## config.mk

```make
export PLATFORM = sky130hd
export DESIGN_NAME = uart_tx_flow
export DESIGN_NICKNAME = d
export VERILOG_FILES = /design/src/rtl/uart_tx_pkg.sv /design/src/rtl/uart_tx_dp.sv /design/src/rtl/uart_tx_ctrl.sv /design/src/rtl/uart_tx_flow.sv
export SDC_FILE = /design/constraint.sdc
export NUM_CORES = 1
export LEC_CHECK = 0
export BUFFER_PORTS_ARGS = -buffer_cell sky130_fd_sc_hd__buf_2
export CORE_UTILIZATION = 54
export DETAILED_ROUTE_END_ITERATION = 16
export PLACE_DENSITY = 0.76
export SYNTH_ARGS = -nofsm -noshare
export SYNTH_HDL_FRONTEND = slang
export SYNTH_HIERARCHICAL = 1
export SYNTH_SLANG_ARGS = --single-unit
```

## constraint.sdc

```tcl
create_clock -name clk -period 3.2 [get_ports clk]
set_clock_uncertainty 0.05 [all_clocks]
set_input_delay 0 -clock clk [delete_from_list [all_inputs] [get_ports clk]]
set_output_delay 0 -clock clk [all_outputs]
set_load 0.02 [all_outputs]
```

## src/rtl/uart_tx_pkg.sv

```systemverilog
package uart_tx_pkg;
  // strobes from control into datapath
  typedef struct packed {
    logic push;  // accept host byte into queue
    logic load;  // move queue head into shifter and start a frame
  } txStrobe_t;
endpackage

```

## src/rtl/uart_tx_dp.sv

```systemverilog
module uart_tx_dp
  import uart_tx_pkg::*;
#(
  parameter int DATA_W = 8,
  parameter int DEPTH  = 16,
  parameter int OSR    = 16
) (
  input  logic                         clk,
  input  logic                         rstN,
  input  logic                         tick16,
  input  logic                         parityEn,
  input  logic                         parityOdd,
  input  logic [DATA_W-1:0]            wrData,
  input  txStrobe_t                    strobe,
  output logic [$clog2(DEPTH+1)-1:0]   count,
  output logic                         busy,
  output logic                         txd
);
  localparam int CNT_W  = $clog2(DEPTH + 1);
  localparam int PTR_W  = $clog2(DEPTH);
  localparam int TICK_W = $clog2(OSR);
  localparam int BIT_W  = $clog2(DATA_W + 3);

  logic [DATA_W-1:0] mem [DEPTH];
  logic [PTR_W-1:0]  wrPtr, rdPtr;
  logic [DATA_W-1:0] headData, shReg;
  logic [TICK_W-1:0] tickCnt;
  logic [BIT_W-1:0]  bitIdx, lastIdx;
  logic              parBit, parEnQ;

  assign headData = mem[rdPtr];
  assign lastIdx  = parEnQ ? BIT_W'(DATA_W + 2) : BIT_W'(DATA_W + 1);

  always_ff @(posedge clk) begin
    if (strobe.push) mem[wrPtr] <= wrData;
  end

  always_ff @(posedge clk or negedge rstN) begin
    if (!rstN) begin
      wrPtr <= '0;
      rdPtr <= '0;
      count <= '0;
    end else begin
      if (strobe.push) wrPtr <= (wrPtr == PTR_W'(DEPTH - 1)) ? '0 : wrPtr + PTR_W'(1);
      if (strobe.load) rdPtr <= (rdPtr == PTR_W'(DEPTH - 1)) ? '0 : rdPtr + PTR_W'(1);
      count <= count + CNT_W'(strobe.push) - CNT_W'(strobe.load);
    end
  end

  // shifter: bitIdx 0 = start, 1..DATA_W = data, then parity (optional), then stop
  always_ff @(posedge clk or negedge rstN) begin
    if (!rstN) begin
      busy    <= 1'b0;
      txd     <= 1'b1;
      tickCnt <= '0;
      bitIdx  <= '0;
      shReg   <= '0;
      parBit  <= 1'b0;
      parEnQ  <= 1'b0;
    end else if (strobe.load) begin
      busy    <= 1'b1;
      txd     <= 1'b0;
      tickCnt <= '0;
      bitIdx  <= '0;
      shReg   <= headData;
      parBit  <= (^headData) ^ parityOdd;
      parEnQ  <= parityEn;
    end else if (tick16 && busy) begin
      if (tickCnt == TICK_W'(OSR - 1)) begin
        tickCnt <= '0;
        if (bitIdx == lastIdx) begin
          busy <= 1'b0;
          txd  <= 1'b1;
        end else begin
          bitIdx <= bitIdx + BIT_W'(1);
          if (bitIdx < BIT_W'(DATA_W)) begin
            txd   <= shReg[0];
            shReg <= shReg >> 1;
          end else if (bitIdx == BIT_W'(DATA_W) && parEnQ) begin
            txd <= parBit;
          end else begin
            txd <= 1'b1;
          end
        end
      end else begin
        tickCnt <= tickCnt + TICK_W'(1);
      end
    end
  end


  idle_high_chk: assert property (@(posedge clk) disable iff (!rstN) !busy |-> txd);

  start_low_chk: assert property (@(posedge clk) disable iff (!rstN) $rose(busy) |-> !txd);

  no_overflow_chk: assert property (@(posedge clk) disable iff (!rstN) count <= CNT_W'(DEPTH));
endmodule

```

## src/rtl/uart_tx_ctrl.sv

```systemverilog
module uart_tx_ctrl
  import uart_tx_pkg::*;
#(
  parameter int DATA_W = 8,
  parameter int DEPTH  = 16
) (
  input  logic                         clk,
  input  logic                         rstN,
  input  logic                         tick16,
  input  logic                         fifoEn,
  input  logic [$clog2(DEPTH+1)-1:0]   trigLvl,
  input  logic                         wrEn,
  input  logic                         irqAck,
  input  logic                         autoCts,
  input  logic                         ctsN,
  input  logic                         swFlowEn,
  input  logic                         rxValid,
  input  logic [DATA_W-1:0]            rxData,
  input  logic [DATA_W-1:0]            stopCodeA,
  input  logic [DATA_W-1:0]            stopCodeB,
  input  logic [DATA_W-1:0]            goCodeA,
  input  logic [DATA_W-1:0]            goCodeB,
  input  logic [$clog2(DEPTH+1)-1:0]   count,
  input  logic                         busy,
  output txStrobe_t                    strobe,
  output logic                         txIrq
);
  localparam int CNT_W = $clog2(DEPTH + 1);

  logic [CNT_W-1:0] cap, thr;
  logic [CNT_W:0]   newCount;
  logic             full, stopHit, goHit, swHold, paused;

  assign cap  = fifoEn ? CNT_W'(DEPTH) : CNT_W'(1);
  assign thr  = fifoEn ? trigLvl : CNT_W'(1);
  assign full = (count >= cap);

  assign stopHit = rxValid && (rxData == stopCodeA || rxData == stopCodeB);
  assign goHit   = rxValid && (rxData == goCodeA || rxData == goCodeB);

  always_ff @(posedge clk or negedge rstN) begin
    if (!rstN)          swHold <= 1'b0;
    else if (!swFlowEn) swHold <= 1'b0;
    else if (stopHit)   swHold <= 1'b1;
    else if (goHit)     swHold <= 1'b0;
  end

  assign paused      = (autoCts && ctsN) || (swFlowEn && swHold);
  assign strobe.push = wrEn && !full;
  assign strobe.load = tick16 && !busy && (count != '0) && !paused;

  assign newCount = {1'b0, count} + {{CNT_W{1'b0}}, strobe.push} - {{CNT_W{1'b0}}, strobe.load};

  always_ff @(posedge clk or negedge rstN) begin
    if (!rstN) begin
      txIrq <= 1'b0;
    end else if (strobe.load && (newCount < {1'b0, thr} || newCount == '0)) begin
      txIrq <= 1'b1;
    end else if (irqAck || (strobe.push && newCount >= {1'b0, thr})) begin
      txIrq <= 1'b0;
    end
  end


  full_drop_chk: assert property (@(posedge clk) disable iff (!rstN)
    (wrEn && full && !strobe.load) |=> $stable(count));

  cts_hold_chk: assert property (@(posedge clk) disable iff (!rstN)
    (autoCts && ctsN && !busy) |=> !busy);

  irq_ack_chk: assert property (@(posedge clk) disable iff (!rstN)
    (irqAck && !strobe.load) |=> !txIrq);

  sw_hold_chk: assert property (@(posedge clk) disable iff (!rstN)
    (swFlowEn && $past(swFlowEn) && $past(stopHit) && !busy) |=> !busy);
endmodule

```

## src/rtl/uart_tx_flow.sv

```systemverilog
module uart_tx_flow
  import uart_tx_pkg::*;
#(
  parameter int DATA_W = 8,
  parameter int DEPTH  = 16,
  parameter int OSR    = 16
) (
  input  logic                        clk,
  input  logic                        rstN,
  input  logic                        tick16,
  input  logic                        fifoEn,
  input  logic                        parityEn,
  input  logic                        parityOdd,
  input  logic [$clog2(DEPTH+1)-1:0]  trigLvl,
  input  logic                        wrEn,
  input  logic [DATA_W-1:0]           wrData,
  input  logic                        irqAck,
  input  logic                        autoCts,
  input  logic                        ctsN,
  input  logic                        swFlowEn,
  input  logic                        rxValid,
  input  logic [DATA_W-1:0]           rxData,
  input  logic [DATA_W-1:0]           stopCodeA,
  input  logic [DATA_W-1:0]           stopCodeB,
  input  logic [DATA_W-1:0]           goCodeA,
  input  logic [DATA_W-1:0]           goCodeB,
  output logic                        txd,
  output logic                        txIrq,
  output logic [$clog2(DEPTH+1)-1:0]  fifoCount
);
  txStrobe_t strobe;
  logic      busy;

  uart_tx_ctrl #(.DATA_W(DATA_W), .DEPTH(DEPTH)) u_ctrl (
    .clk(clk), .rstN(rstN), .tick16(tick16), .fifoEn(fifoEn), .trigLvl(trigLvl),
    .wrEn(wrEn), .irqAck(irqAck), .autoCts(autoCts), .ctsN(ctsN),
    .swFlowEn(swFlowEn), .rxValid(rxValid), .rxData(rxData),
    .stopCodeA(stopCodeA), .stopCodeB(stopCodeB), .goCodeA(goCodeA), .goCodeB(goCodeB),
    .count(fifoCount), .busy(busy), .strobe(strobe), .txIrq(txIrq)
  );

  uart_tx_dp #(.DATA_W(DATA_W), .DEPTH(DEPTH), .OSR(OSR)) u_dp (
    .clk(clk), .rstN(rstN), .tick16(tick16), .parityEn(parityEn), .parityOdd(parityOdd),
    .wrData(wrData), .strobe(strobe), .count(fifoCount), .busy(busy), .txd(txd)
  );


  cts_start_chk: assert property (@(posedge clk) disable iff (!rstN)
    $rose(busy) |-> $past(!(autoCts && ctsN)));
endmodule

```

==> reports/qor.yml <==
status:
  status: "complete, but fails checks"
  violations: "negative setup slack"
clock_tree:
  clock-sinks: 163
  clockRootBuffer: "clkbuf_16"
  clock_latency_ns: 0.42
  cts_tree: "yes"
  clkTransAtPathRegs_ns: 0.06
  numCtsBuffers: 17
  htree_levels: 4
  cts_buffer_depth: 2
critical_path:
  crit_arrival_ns: 3.71
  crit_path_start_kind: "register"
  end_kind: "register"
  ff2ff_setup_slack_ns: -0.19
  crit_fanout: 3
  reg2reg_to: "u_ctrl/txIrq"
  r2r_cells: 17
  crit_start: "u_dp/count[2]"
  crit_type: "reg -> reg"
  critPathRequiredTime_ns: 3.52
  rr_startpoint: "u_dp/count[2]"
worst_hold_path:
  whs_path_depth: 6
  hp-start: "wrEn"
  hold_class: "in -> reg"
  worstHoldEndpoint: "u_dp/wrPtr[1]"
route:
  routed_wl_um: 17000
  firstDrtPassIters: 6
  route.detailed.drc: 0
  vias: 4933
  wl_per_cell_um: 19.7
  ant_nets: 0
  drt_iter0_drc: 444
  viasPerCell: 5.70
layout:
  area_growth_pct: 19.2
  fillers: 960
  fin_cells: 865
  layout-drive-gt1-share_pct: 28.3
  antennaDiodeCount: 0
  final_nets: 768
  final_area_um2: 9400
placed_design:
  hpwl_um: 11000
  dpl-instance-area_um2: 8610
  place_inst: 814
  portBuffers: 71
  globalplace.congestion: 0.869
  preCtsSetupSlack_ns: -0.0460
power_and_ir_drop:
  comb_power_share_pct: 41.8
  ir_drop_uv: 504
  power_density_nw_per_um2: 896
  clockPowerShare_pct: 24.2
  power.leakage_nw: 3.55
  p_sw_mw: 2.91
  p_sw_share_pct: 34.6
  p_int_mw: 5.51
  power.share.sequential_pct: 34.0
floorplanning:
  start_util_pct: 56.2
  design.core.area_um2: 14000
  core.rowCount: 43
  die_w_um: 123
  die_h_um: 123
  io-pin-count: 72
  die_area_um2: 15100
logic_synthesis:
  synth_ff_type: "edfxtp_1"
  avgSynthCellArea_um2: 14.2
  async_flop_share_pct: 21.5
  synthCells: 556
  yosys_register_bits: 163
  ys_types: 54
  yosysSeqAreaShare_pct: 59.8
  ys_warn_count: 6
  synthesis.area_um2: 7890
  synth_edf_count: 128
  synth_nets: 652
timing:
  maxSlewHeadroom_pct: 44.0
  setup-violations-final: 1
  fmax_ghz: 0.295
  tns_ns: -0.191
  final-hold-violation-count: 0
  rsz0062_at_grt: "yes"
  setup_ws_ns: -0.191
  fin_crit_ns: 3.39
  whs_ns: 0.110
  tightest_slew_ns: 0.841
  finalCritPeriodShare_pct: 106
  drv_slew: 0
global_route:
  antenna_found_initial: 0
  gr-usage-all-layers_pct: 24.9
  grt_pass1_vias: 5082
  grt_pass1_wl_um: 26800
  grt_max_degree: 38
  overflow: 0
run:
  maxCapViolCount: 0
-- flip-flops by register name (all words and copies together) (netlist names) --
| register | cells |
|---|---|
| u_dp/rdPtr | 4 |
| u_dp/mem | 128 |
| u_dp/busy | 1 |
| u_dp/count | 5 |
| u_dp/parEnQ | 1 |
| u_dp/shReg | 8 |
| u_ctrl/txIrq | 1 |
| u_ctrl/swHold | 1 |
| u_dp/txd | 1 |
| u_dp/tickCnt | 4 |
| u_dp/parBit | 1 |
| u_dp/wrPtr | 4 |
| u_dp/bitIdx | 4 |
-- area by class of cell --
type	instances	area, um2	area share (%)
flip-flops and latches	163	4720	50.3
multi-input cells	337	2930	31.2
repair buffers	124	813	8.65
clock buffers	17	425	4.52
well taps	180	225	2.40
clock inverters	15	168	1.78
inverters	29	111	1.18
-- metal layers --
| metal | vias to the layer above | GRT usage [%] | wire (um) |
|---|---|---|---|
| met3 | 35 | 4.79 | 928 |
| met1 | 2452 | 31.5 | 6960 |
| met2 | 165 | 41.4 | 8760 |
| li1 | 2281 | - | - |
| met5 | - | 0 | 0 |
| met4 | 0 | 11.5 | 372 |
-- power by group through the flow --
| stage | clock [mW] | sequential [mW] | combinational [mW] |
|---|---|---|---|
| floorplan | 0 | 2.84 | 2.45 |
| global placement | 0 | 2.87 | 3.14 |
| detailed placement | 0 | 2.89 | 3.30 |
| CTS | 2.07 | 2.86 | 3.40 |
| global route | 2.15 | 2.90 | 3.83 |
| finish | 2.04 | 2.86 | 3.52 |
-- cell usage in the layout (no fill, tap or decap), drive strengths merged, types with 20 or more instances in the layout --
cell    instances
nand2          39
buf           110
ha             29
xnor2          51
inv            36
mux4           28
o21ai          20
nor2           29
dfrtp          34
edfxtp        128
-- cell usage after synthesis, drive strengths merged, types with 2 or more instances --
library cell	number	area share [%]
and3	2	0.16
nor4b	2	0.60
mux2i	15	1.9
clkbuf	7	0.33
nor2b	7	0.56
a21o	3	0.29
nand3b	2	0.19
nand2b	12	0.95
o21ai	20	1.3
a21oi	19	1.3
a22oi	7	0.67
nand4	9	0.71
nor2	29	1.4
fa	2	0.51
a211oi	2	0.19
nor3	7	0.57
dfrtp	34	11
and3b	2	0.22
mux2	12	1.7
nand3	7	0.44
or3	2	0.16
xnor2	51	5.7
edfxtp	128	49
mux4	28	8.0
nand2	39	1.9
o22ai	6	0.48
xor2	6	0.67
buf	20	1.6
o21bai	2	0.19
a31oi	3	0.24
inv	28	1.3
ha	29	4.6
-- worst max path at each step --
stage,slack [ns],to,cells after the start
4_1_cts,-0.06,u_ctrl/txIrq,16
6_report,-0.19,u_ctrl/txIrq,17
2_1_floorplan,-0.1,u_ctrl/txIrq,17
5_1_grt,-0.36,u_ctrl/txIrq,17
3_3_place_gp,0.06,u_ctrl/txIrq,17
3_5_place_dp,-0.05,u_ctrl/txIrq,17
-- through the flow --
step	util [%]	power [mW]
after floorplan	-	5.29
after global placement	61.3	6.01
after detailed placement	61.3	6.20
after CTS	66.6	8.32
after global routing	67.0	8.88
final	67.0	8.42
-- cells by family after synthesis --
kind of cell	Yosys count	share of synthesized area, %
compound gates	69	5.39
xor+xnor	58	6.61
fa+ha+maj	31	5.11
buf+inv	56	3.27
flops	163	59.8
mux	55	11.6
simple gates	124	8.18
-- worst max-delay path, cell delays in order, from the launching register on --
cell and delay, ns:
dfrtp_2 0.43, inv_4 0.07, ha_4 0.13, nor4b_4 0.27
nor4b_4 0.09, ha_1 0.30, inv_1 0.06, ha_1 0.16
inv_1 0.07, fa_2 0.39, o21bai_1 0.13, a21oi_1 0.09
xnor2_1 0.24, ha_1 0.30, a31oi_1 0.20, o21ai_1 0.07
o22ai_1 0.14, o22a_1 0.16
-- what timing repair did --
item                                    4_1_cts  5_1_grt
endpoints found under the hold margin       169        0
pin swaps                                     1        9
endpoints found under the setup margin        1        2
gates resized for setup                       0        4
hold buffers                                 14        0
setup buffers                                 1        4
Power figures use the tool's default switching activity.
